==> src/rtl/i2c_sclgen_pkg.sv <==
package i2c_sclgen_pkg;

  typedef enum logic [1:0] {
    PH_IDLE = 2'd0,
    PH_LOW  = 2'd1,
    PH_HIGH = 2'd2
  } phase_e;

  // Fixed per-phase stretch in prescaled ticks.
  function automatic logic [2:0] phase_offset(input logic psc_zero,
                                              input logic psc_one,
                                              input logic fixed6);
    if (fixed6)        return 3'd6;
    else if (psc_zero) return 3'd7;
    else if (psc_one)  return 3'd6;
    else               return 3'd5;
  endfunction

endpackage

==> src/rtl/i2c_sclgen_presc.sv <==
module i2c_sclgen_presc #(
  parameter int PSC_W = 8
) (
  input  logic             clk,
  input  logic             rst_n,
  input  logic             clr,
  input  logic             en,
  input  logic [PSC_W-1:0] limit,
  output logic             tick
);
  logic [PSC_W-1:0] cnt_q;

  assign tick = en && (cnt_q == limit);

  always_ff @(posedge clk or negedge rst_n) begin
    if (!rst_n)       cnt_q <= '0;
    else if (clr)     cnt_q <= '0;
    else if (tick)    cnt_q <= '0;
    else if (en)      cnt_q <= cnt_q + PSC_W'(1);
  end

  // Tick spacing must be exactly limit+1 cycles.
  assert_presc_in_range_R2: assert property (@(posedge clk) disable iff (!rst_n)
    cnt_q <= limit);

endmodule

==> src/rtl/i2c_sclgen_phase.sv <==
module i2c_sclgen_phase #(
  parameter int LEN_W = 9
) (
  input  logic             clk,
  input  logic             rst_n,
  input  logic             clr,
  input  logic             tick,
  input  logic [LEN_W-1:0] last,
  output logic             done
);
  logic [LEN_W-1:0] cnt_q;

  assign done = tick && (cnt_q == last);

  always_ff @(posedge clk or negedge rst_n) begin
    if (!rst_n)      cnt_q <= '0;
    else if (clr)    cnt_q <= '0;
    else if (done)   cnt_q <= '0;
    else if (tick)   cnt_q <= cnt_q + LEN_W'(1);
  end

  // A phase never runs past its terminal count.
  assert_phase_in_range_R3: assert property (@(posedge clk) disable iff (!rst_n)
    cnt_q <= last);

endmodule

==> src/rtl/i2c_scl_gen.sv <==
module i2c_scl_gen
  import i2c_sclgen_pkg::*;
#(
  parameter int PSC_W         = 8,
  parameter int DIV_W         = 16,
  parameter bit OFFSET_FIXED6 = 1'b0
) (
  input  logic             clk,
  input  logic             rst_n,
  input  logic             run_i,
  input  logic [PSC_W-1:0] psc_i,
  input  logic [DIV_W-1:0] low_div_i,
  input  logic [DIV_W-1:0] high_div_i,
  output logic             scl_o,
  output logic             scl_fall_o,
  output logic             scl_rise_o
);
  localparam int LEN_W = DIV_W + 1;

  phase_e           state_q, state_d;
  logic [PSC_W-1:0] psc_q;
  logic [DIV_W-1:0] low_q, high_q;
  logic [2:0]       d_q;
  logic [LEN_W-1:0] len_m1;

  // Named internal events.
  logic tick, phase_done, period_edge, want_start, load_cfg, cnt_clr, active;

  assign active      = (state_q != PH_IDLE);
  assign want_start  = run_i && (high_div_i != '0);
  assign period_edge = (state_q == PH_IDLE) || ((state_q == PH_HIGH) && phase_done);
  assign load_cfg    = period_edge && want_start;

  always_comb begin
    state_d = state_q;
    if (!run_i) begin
      state_d = PH_IDLE;
    end else begin
      unique case (state_q)
        PH_IDLE: if (want_start) state_d = PH_LOW;
        PH_LOW:  if (phase_done) state_d = PH_HIGH;
        PH_HIGH: if (phase_done) state_d = want_start ? PH_LOW : PH_IDLE;
        default: state_d = PH_IDLE;
      endcase
    end
  end

  assign cnt_clr = (state_d != state_q) || !active;
  assign len_m1  = LEN_W'((state_q == PH_LOW) ? low_q : high_q)
                 + LEN_W'(d_q) - LEN_W'(1);

  // Shadow copy of the settings, refreshed only at period boundaries.
  always_ff @(posedge clk or negedge rst_n) begin
    if (!rst_n) begin
      psc_q  <= '0;
      low_q  <= '0;
      high_q <= '0;
      d_q    <= 3'd7;
    end else if (load_cfg) begin
      psc_q  <= psc_i;
      low_q  <= low_div_i;
      high_q <= high_div_i;
      d_q    <= phase_offset(psc_i == '0, psc_i == PSC_W'(1), OFFSET_FIXED6);
    end
  end

  i2c_sclgen_presc #(.PSC_W(PSC_W)) i_presc (
    .clk   (clk),
    .rst_n (rst_n),
    .clr   (cnt_clr),
    .en    (active),
    .limit (psc_q),
    .tick  (tick)
  );

  i2c_sclgen_phase #(.LEN_W(LEN_W)) i_phase (
    .clk   (clk),
    .rst_n (rst_n),
    .clr   (cnt_clr),
    .tick  (tick),
    .last  (len_m1),
    .done  (phase_done)
  );

  always_ff @(posedge clk or negedge rst_n) begin
    if (!rst_n) begin
      state_q    <= PH_IDLE;
      scl_o      <= 1'b1;
      scl_fall_o <= 1'b0;
      scl_rise_o <= 1'b0;
    end else begin
      state_q    <= state_d;
      scl_o      <= (state_d != PH_LOW);
      scl_fall_o <= (state_d == PH_LOW) && (state_q != PH_LOW);
      scl_rise_o <= (state_d == PH_HIGH) && (state_q == PH_LOW);
    end
  end

  assert_fall_means_low_R8: assert property (@(posedge clk) disable iff (!rst_n)
    scl_fall_o |-> !scl_o);

  assert_rise_means_high_R8: assert property (@(posedge clk) disable iff (!rst_n)
    scl_rise_o |-> scl_o);

  assert_strobes_exclusive_R8: assert property (@(posedge clk) disable iff (!rst_n)
    $onehot0({scl_fall_o, scl_rise_o}));

  assert_every_fall_marked_R2: assert property (@(posedge clk) disable iff (!rst_n)
    $fell(scl_o) |-> scl_fall_o);

  assert_run_clear_idles_R9: assert property (@(posedge clk) disable iff (!rst_n)
    !run_i |=> (scl_o && !scl_fall_o && !scl_rise_o));

  assert_zero_high_no_clock_R6: assert property (@(posedge clk) disable iff (!rst_n)
    (!active && (high_div_i == '0)) |=> (scl_o && !scl_fall_o));

  assert_cfg_held_in_period_R7: assert property (@(posedge clk) disable iff (!rst_n)
    (active && !load_cfg) |=> ($stable(psc_q) && $stable(low_q) && $stable(high_q)));

endmodule

==> config.mk <==
export PLATFORM = sky130hd
export DESIGN_NAME = i2c_scl_gen
export DESIGN_NICKNAME = d
export VERILOG_FILES = /design/src/rtl/i2c_sclgen_pkg.sv /design/src/rtl/i2c_sclgen_presc.sv /design/src/rtl/i2c_sclgen_phase.sv /design/src/rtl/i2c_scl_gen.sv
export SDC_FILE = /design/constraint.sdc
export NUM_CORES = 1
export LEC_CHECK = 0
export BUFFER_PORTS_ARGS = -buffer_cell sky130_fd_sc_hd__buf_2
export CAP_MARGIN = 20
export CORE_MARGIN = 10
export CORE_UTILIZATION = 35
export CTS_CLUSTER_SIZE = 10
export DETAILED_ROUTE_END_ITERATION = 12
export HOLD_SLACK_MARGIN = 0.05
export MAX_ROUTING_LAYER = met4
export PLACE_DENSITY = 0.6
export SYNTH_ARGS = -nofsm -noshare
export SYNTH_HDL_FRONTEND = slang
export SYNTH_SLANG_ARGS = --single-unit
export TNS_END_PERCENT = 1
==> constraint.sdc <==
create_clock -name clk -period 8.3 [get_ports clk]
set_clock_uncertainty 0.1 [all_clocks]
set_input_delay 1.66 -clock clk [delete_from_list [all_inputs] [get_ports clk]]
set_output_delay 1.66 -clock clk [all_outputs]
set_load 0.02 [all_outputs]
==> impl_metrics.env, run 1 <==
export IMPL_seqPwrFrac_pct=42.5
export IMPL_clock_latency_ps=340
export IMPL_hold_buffers=0
export IMPL_cts_made_buffers=9
export IMPL_final_max_slew_viol_count=0
export IMPL_period_minus_slack_ps=5460
export IMPL_coreArea_um2=11900
export IMPL_rsz0062_at_grt="false"
export IMPL_netlist_area_um2=4240
export IMPL_dp_hpwl_um=7620
export IMPL_slowest_delay_ps=600
export IMPL_busiest_layer="met2"
export IMPL_cts_setup_buffers=0
export IMPL_ys_ff_latch=72
export IMPL_htree_levels=3
export IMPL_wl_per_cell_um=16.6
export IMPL_power_density_nw_per_um2=197
export IMPL_crit_family="simple AND/OR/NAND/NOR gates"
export IMPL_cts_root_buf="clkbuf_16"
export IMPL_area_growth_pct=15.1
export IMPL_diodes=0
export IMPL_yosys_area_top_type="dfrtp_1"
export IMPL_hold_ws_ps=419
export IMPL_netlist_area_leader_share_pct=40.8
export IMPL_internal_power_uw=695
export IMPL_slew_limit_headroom_pct=39.7
export IMPL_switchingPower_uw=267
export IMPL_path_clk_slew_ps=60
export IMPL_syn_inst=403
export IMPL_vias=3218
export IMPL_gr_usage_met1_pct=15.6
export IMPL_ir_drop_v=0.000122
export IMPL_grt_pass1_vias=3297
export IMPL_yosysSeqAreaShare_pct=42.6
export IMPL_grt_pass1_wl_um=16600
export IMPL_tightest_slew_ps=905
export IMPL_num_rows=40
export IMPL_dieArea_um2=16900
export IMPL_grt_ovfl_total=0
export IMPL_clkPwrFrac_pct=39.7
export IMPL_nNetsFinal=499
export IMPL_placedCellCount=585
export IMPL_synth_main_ff_cell="dfrtp_1"
export IMPL_power_leakage_uw=0.00205
export IMPL_gr_usage_met2_pct=19.8
export IMPL_ioPinCount=46
export IMPL_finalSetupViolCount=0
export IMPL_crit_arrival_ps=5580
export IMPL_finalHoldViolCount=0
export IMPL_critPathLaunchType="flop"
export IMPL_wirelength_um=9960
export IMPL_run_status="finished, final reports clean"
export IMPL_first_pass_iters=4
export IMPL_combPwrFrac_pct=17.8
export IMPL_fill_cells=1190
export IMPL_io_buffers=45
export IMPL_antenna_left=0
export IMPL_drt_initial_drc_count=222
export IMPL_worstSetupEndpointType="flop"
export IMPL_p_sw_share_pct=27.8
export IMPL_track_usage_pct=12.6
export IMPL_gp_congestion=0.925
export IMPL_grt_antenna_before_repair=0
export IMPL_finalNonFillerCells=601
export IMPL_async_flop_share_pct=100
export IMPL_drive_gt1_share_pct=25.3
export IMPL_drc=0
export IMPL_cts_sinks=72
export IMPL_drv_cap=0
export IMPL_yosys_top_cells_area="dfrtp_1 41%, mux2_2 11%, xnor2_1 6.2%"
export IMPL_die_y_um=130
export IMPL_critPathMaxFanout=43
export IMPL_critical_path_class="reg2reg"
export IMPL_worst_path_buf_inv=3
export IMPL_cts_buffer_depth=2
export IMPL_post_cts_resized=0
export IMPL_final_area_um2=4880
export IMPL_met3_usage_pct=3.41
export IMPL_hp_class="reg2reg"
export IMPL_cts_tree="yes"
export IMPL_netlist_cell_type_count=57
export IMPL_setup_tns_ps=0
export IMPL_avgSynthCellArea_um2=10.5
export IMPL_dp_worst_setup_slack_ps=2850
export IMPL_cp_slowest_cell="dfrtp_1"
export IMPL_die_w_um=130
export IMPL_synth_fp_nets=453
export IMPL_synth_warnings=0
export IMPL_synth_edf_count=0
export IMPL_grt_max_degree=73
export IMPL_viasPerCell=5.35
export IMPL_fin_crit_sh_pct=65.8
export IMPL_mostFrequentLayoutCell="dfrtp_1"
export IMPL_postLayoutSetupSlackWorst_ps=2840
export IMPL_worstPathCellList="nand2b_1 > mux2i_1 > ha_1 > inv_1 > ha_1 > inv_1 > fa_1 > nor4bb_1 > a31oi_1 > nor3_2 > nand4b_1 > a211oi_1 > nand4_1 > or3_1 > a211oi_4 > buf_4 > mux2_2"
export IMPL_cp_required_ps=8420
export IMPL_most_common_layout_cells="69 x dfrtp_1, 45 x buf_2, 40 x mux2_2"
export IMPL_fmax_mhz=183
export IMPL_start_util_pct=35.6
export IMPL_placed_area_um2=4580
area by class of cell:
class,count,area (µm²),share of cell area [%]
tap,147,184,3.77
sequential,72,1810,37.0
clock inverter,7,70.1,1.44
inverter,13,48.8,1.00
multi-input combinational,305,2290,47.1
timing repair buffer,48,248,5.08
clock buffer,9,225,4.62
per-stage QoR:
stage / total power (µW) / util (%)
2_1_floorplan: 532 / -
3_3_place_gp: 583 / 38.5
3_5_place_dp: 587 / 38.5
4_1_cts: 973 / 40.9
5_1_grt: 1010 / 40.9
6_report: 962 / 40.9
metal layers:
metal / vias to the layer above / part of all wire, %
met2: 65 / 48
met1: 1598 / 46
li1: 1544 / -
met5: - / 0
met4: 0 / 0.74
met3: 11 / 5.0
cell families after synthesis:
| logic type | share of synthesized area, % |
|---|---|
| DFF | 42.6 |
| AOI/OAI and AO/OA | 7.62 |
| buffers and inverters | 3.19 |
| and+or+nand+nor | 19.4 |
| xor gates and xnor gates | 9.51 |
| muxes | 15.4 |
| adders and majority gates | 2.25 |
cells in the mapped netlist, types with 8 or more instances:
| cell | number |
|---|---|
| dfrtp_1 | 69 |
| mux2_2 | 40 |
| nor2_1 | 38 |
| xnor2_1 | 30 |
| nand2_1 | 21 |
| xor2_1 | 16 |
| mux2i_1 | 14 |
| inv_1 | 13 |
| nand3_1 | 13 |
| nor4_1 | 13 |
| a21oi_1 | 10 |
| nand2b_1 | 10 |
| nand4_1 | 8 |
registers in the layout (all words and copies together), names as in the netlist:
name	count
high_q	16
i_phase.cnt_q	17
state_q	2
low_q	16
i_presc.cnt_q	8
scl_rise_o	1
d_q	2
psc_q	8
scl_fall_o	1
scl_o	1
final timing paths:
| path | cells past startpoint | slack (ps) | endpoint | start |
|---|---|---|---|---|
| setup reg to reg | 17 | 2840 | psc_q[1] | state_q[1] |
| hold / removal | 1 | 420 | low_q[10] | low_q[10] |
| max in group asynchronous | 2 | 6080 | i_phase.cnt_q[14] | rst_n |
| min in group asynchronous | 2 | 1440 | low_q[0] | rst_n |
| hold reg to reg | 1 | 420 | low_q[10] | low_q[10] |
| setup / recovery | 17 | 2840 | psc_q[1] | state_q[1] |
power groups by stage:
| stage | clock network, µW | logic, µW | registers (µW) |
|---|---|---|---|
| after CTS | 390 | 173 | 409 |
| final | 382 | 172 | 409 |
| after global placement | 0 | 169 | 414 |
| after detailed placement | 0 | 172 | 415 |
| after floorplan | 0 | 128 | 405 |
| after global routing | 408 | 189 | 414 |
No activity file was read; power rests on OpenSTA's default activity.
==> inputs of run 2 (changes only) <==
PLACE_DENSITY = 0.62   (was 0.6)
clock period = 4.39 ns   (was 8.3 ns; I/O delays follow)
==> impl_metrics.env, run 2 (same netlist as run 1, synthesis figures left out) <==
export IMPL_slowest_delay_ps=430
export IMPL_area_growth_pct=27.0
export IMPL_hold_buffers=0
export IMPL_final_area_um2=5380
export IMPL_io_buffers=45
export IMPL_diodes=0
export IMPL_regToRegSetupSlack_ps=-120
export IMPL_finalHoldViolCount=0
export IMPL_postLayoutSetupSlackWorst_ps=-118
export IMPL_coreArea_um2=11900
export IMPL_die_y_um=130
export IMPL_slew_limit_headroom_pct=45.6
export IMPL_wirelength_um=11200
export IMPL_grt_antenna_before_repair=0
export IMPL_power_density_nw_per_um2=363
export IMPL_clock_latency_ps=340
export IMPL_critPathMaxFanout=5
export IMPL_cp_slowest_cell="or3_4"
export IMPL_critical_path_class="reg2reg"
export IMPL_regMostFlops="i_phase.cnt_q"
export IMPL_drc=0
export IMPL_hp_class="reg2reg"
export IMPL_fmax_mhz=222
export IMPL_antenna_left=0
export IMPL_grt_ovfl_total=0
export IMPL_period_minus_slack_ps=4510
export IMPL_viasPerCell=5.40
export IMPL_drt_initial_drc_count=265
export IMPL_cts_tree="yes"
export IMPL_die_w_um=130
export IMPL_power_leakage_uw=0.00233
export IMPL_worst_path_buf_inv=6
export IMPL_violations="setup timing"
export IMPL_gp_congestion=0.881
export IMPL_grt_max_degree=34
export IMPL_rsz0062_at_grt="true"
export IMPL_final_max_slew_viol_count=0
export IMPL_first_pass_iters=5
export IMPL_ioPinCount=46
export IMPL_mostFrequentLayoutCell="dfrtp_1"
export IMPL_cp_required_ps=4510
export IMPL_most_common_layout_cells="69 x dfrtp_1, 45 x buf_2, 38 x nor2_1"
export IMPL_crit_arrival_ps=4630
export IMPL_cts_made_buffers=9
export IMPL_run_status="finished with violations"
export IMPL_drv_cap=0
export IMPL_placed_area_um2=4710
export IMPL_worstPathCellList="buf_4 > and2b_1 > mux2i_1 > ha_2 > inv_1 > ha_2 > inv_2 > fa_2 > nor4bb_4 > a31oi_4 > buf_4 > a2111o_1 > o211ai_1 > nand4_1 > or3_4 > a211oi_4 > buf_6 > buf_6 > mux2_2"
export IMPL_cts_root_buf="clkbuf_16"
export IMPL_dieArea_um2=16900
export IMPL_finalSetupViolCount=42
export IMPL_grt_pass1_wl_um=17300
export IMPL_setup_tns_ps=-3430
export IMPL_tightest_slew_ps=805
export IMPL_fin_crit_sh_pct=103
export IMPL_htree_levels=3
export IMPL_cts_buffer_depth=2
export IMPL_largestRegisters="i_phase.cnt_q: 17 flops, high_q: 16 flops, low_q: 16 flops"
export IMPL_path_clk_slew_ps=60
export IMPL_start_util_pct=35.6
export IMPL_cts_sinks=72
export IMPL_fill_cells=1106
export IMPL_crit_family="simple AND/OR/NAND/NOR gates"
export IMPL_critPathLaunchType="flop"
export IMPL_num_rows=40
export IMPL_vias=3367
export IMPL_ir_drop_v=0.000267
export IMPL_wl_per_cell_um=17.9
export IMPL_grt_pass1_vias=3399
export IMPL_largest_register_ff_count=17
export IMPL_worstSetupEndpointType="flop"
export IMPL_dp_hpwl_um=7770
export IMPL_track_usage_pct=13.3
export IMPL_nNetsFinal=522
export IMPL_drive_gt1_share_pct=32.5
run 2: changes by cell type in the layout (fill, tap and decap cells not counted), moves of 3 or more:
cell | previous run | this run
clkbuf_16 | 9 | 12
buf_6 | 0 | 3
mux2_1 | 4 | 1
mux2_2 | 40 | 11
buf_4 | 3 | 17
mux2_4 | 1 | 33
run 2: what timing repair did:
| item | CTS | global route |
|---|---|---|
| pin swaps | 3 | 12 |
| buffers inserted | 2 | 2 |
| endpoints found under the setup margin | 56 | 66 |
| resized for setup | 6 | 46 |
| gates cloned | 1 | 4 |
run 2: area by class of cell:
cell class	count	area (µm²)	area share, %
tap	147	184	3.42
timing repair buffer	71	529	9.84
sequential	72	1810	33.6
inverter	13	48.8	0.907
multi-input combinational	305	2500	46.5
clock buffer	12	256	4.77
clock inverter	4	51.3	0.954
run 2: worst register-to-register path: stages, from the launching register on:
cell	delay (ps)
dfrtp_1	380
buf_4	140
and2b_1	170
mux2i_1	130
ha_2	170
inv_1	60
ha_2	180
inv_2	40
fa_2	410
nor4bb_4	350
a31oi_4	80
buf_4	170
a2111o_1	390
o211ai_1	150
nand4_1	120
or3_4	430
a211oi_4	260
buf_6	190
buf_6	150
mux2_2	340
run 2: worst paths after layout:
kind	startpoint	endpoint	cells after the start
max	state_q[0]	high_q[3]	19
min	low_q[1]	low_q[1]	1
max reg2reg	state_q[0]	high_q[3]	19
min reg2reg	low_q[1]	low_q[1]	1
max in group asynchronous	rst_n	i_phase.cnt_q[10]	2
min in group asynchronous	rst_n	psc_q[6]	1
run 2: power breakdown:
group	internal [µW]	switching [µW]	total, µW
Combinational	219	204	423
Clock	472	284	756
Sequential	722	53.2	775
Total	1410	541	1950
run 2: per-layer routing:
metal / track usage [%] / wire length, µm / vias to the layer above
met5: - / 0 / -
met4: 3.70 / 137 / 0
met3: 3.61 / 495 / 13
met2: 20.5 / 5290 / 90
met1: 16.9 / 5270 / 1665
li1: - / - / 1599
run 2: per-stage QoR:
| step | utilization (%) | hold WS [ps] | cells | setup slack (ps) | total power [µW] |
|---|---|---|---|---|---|
| final | 45.2 | 411 | 624 | -118 | 1950 |
| after detailed placement | 39.6 | 400 | 599 | -220 | 1130 |
| after CTS | 42.8 | 413 | 618 | -92.8 | 1910 |
| after global placement | 39.6 | 397 | 599 | -32.3 | 1120 |
| after global routing | 45.2 | 440 | 624 | -298 | 2050 |
| after floorplan | - | 372 | 403 | -388 | 1010 |
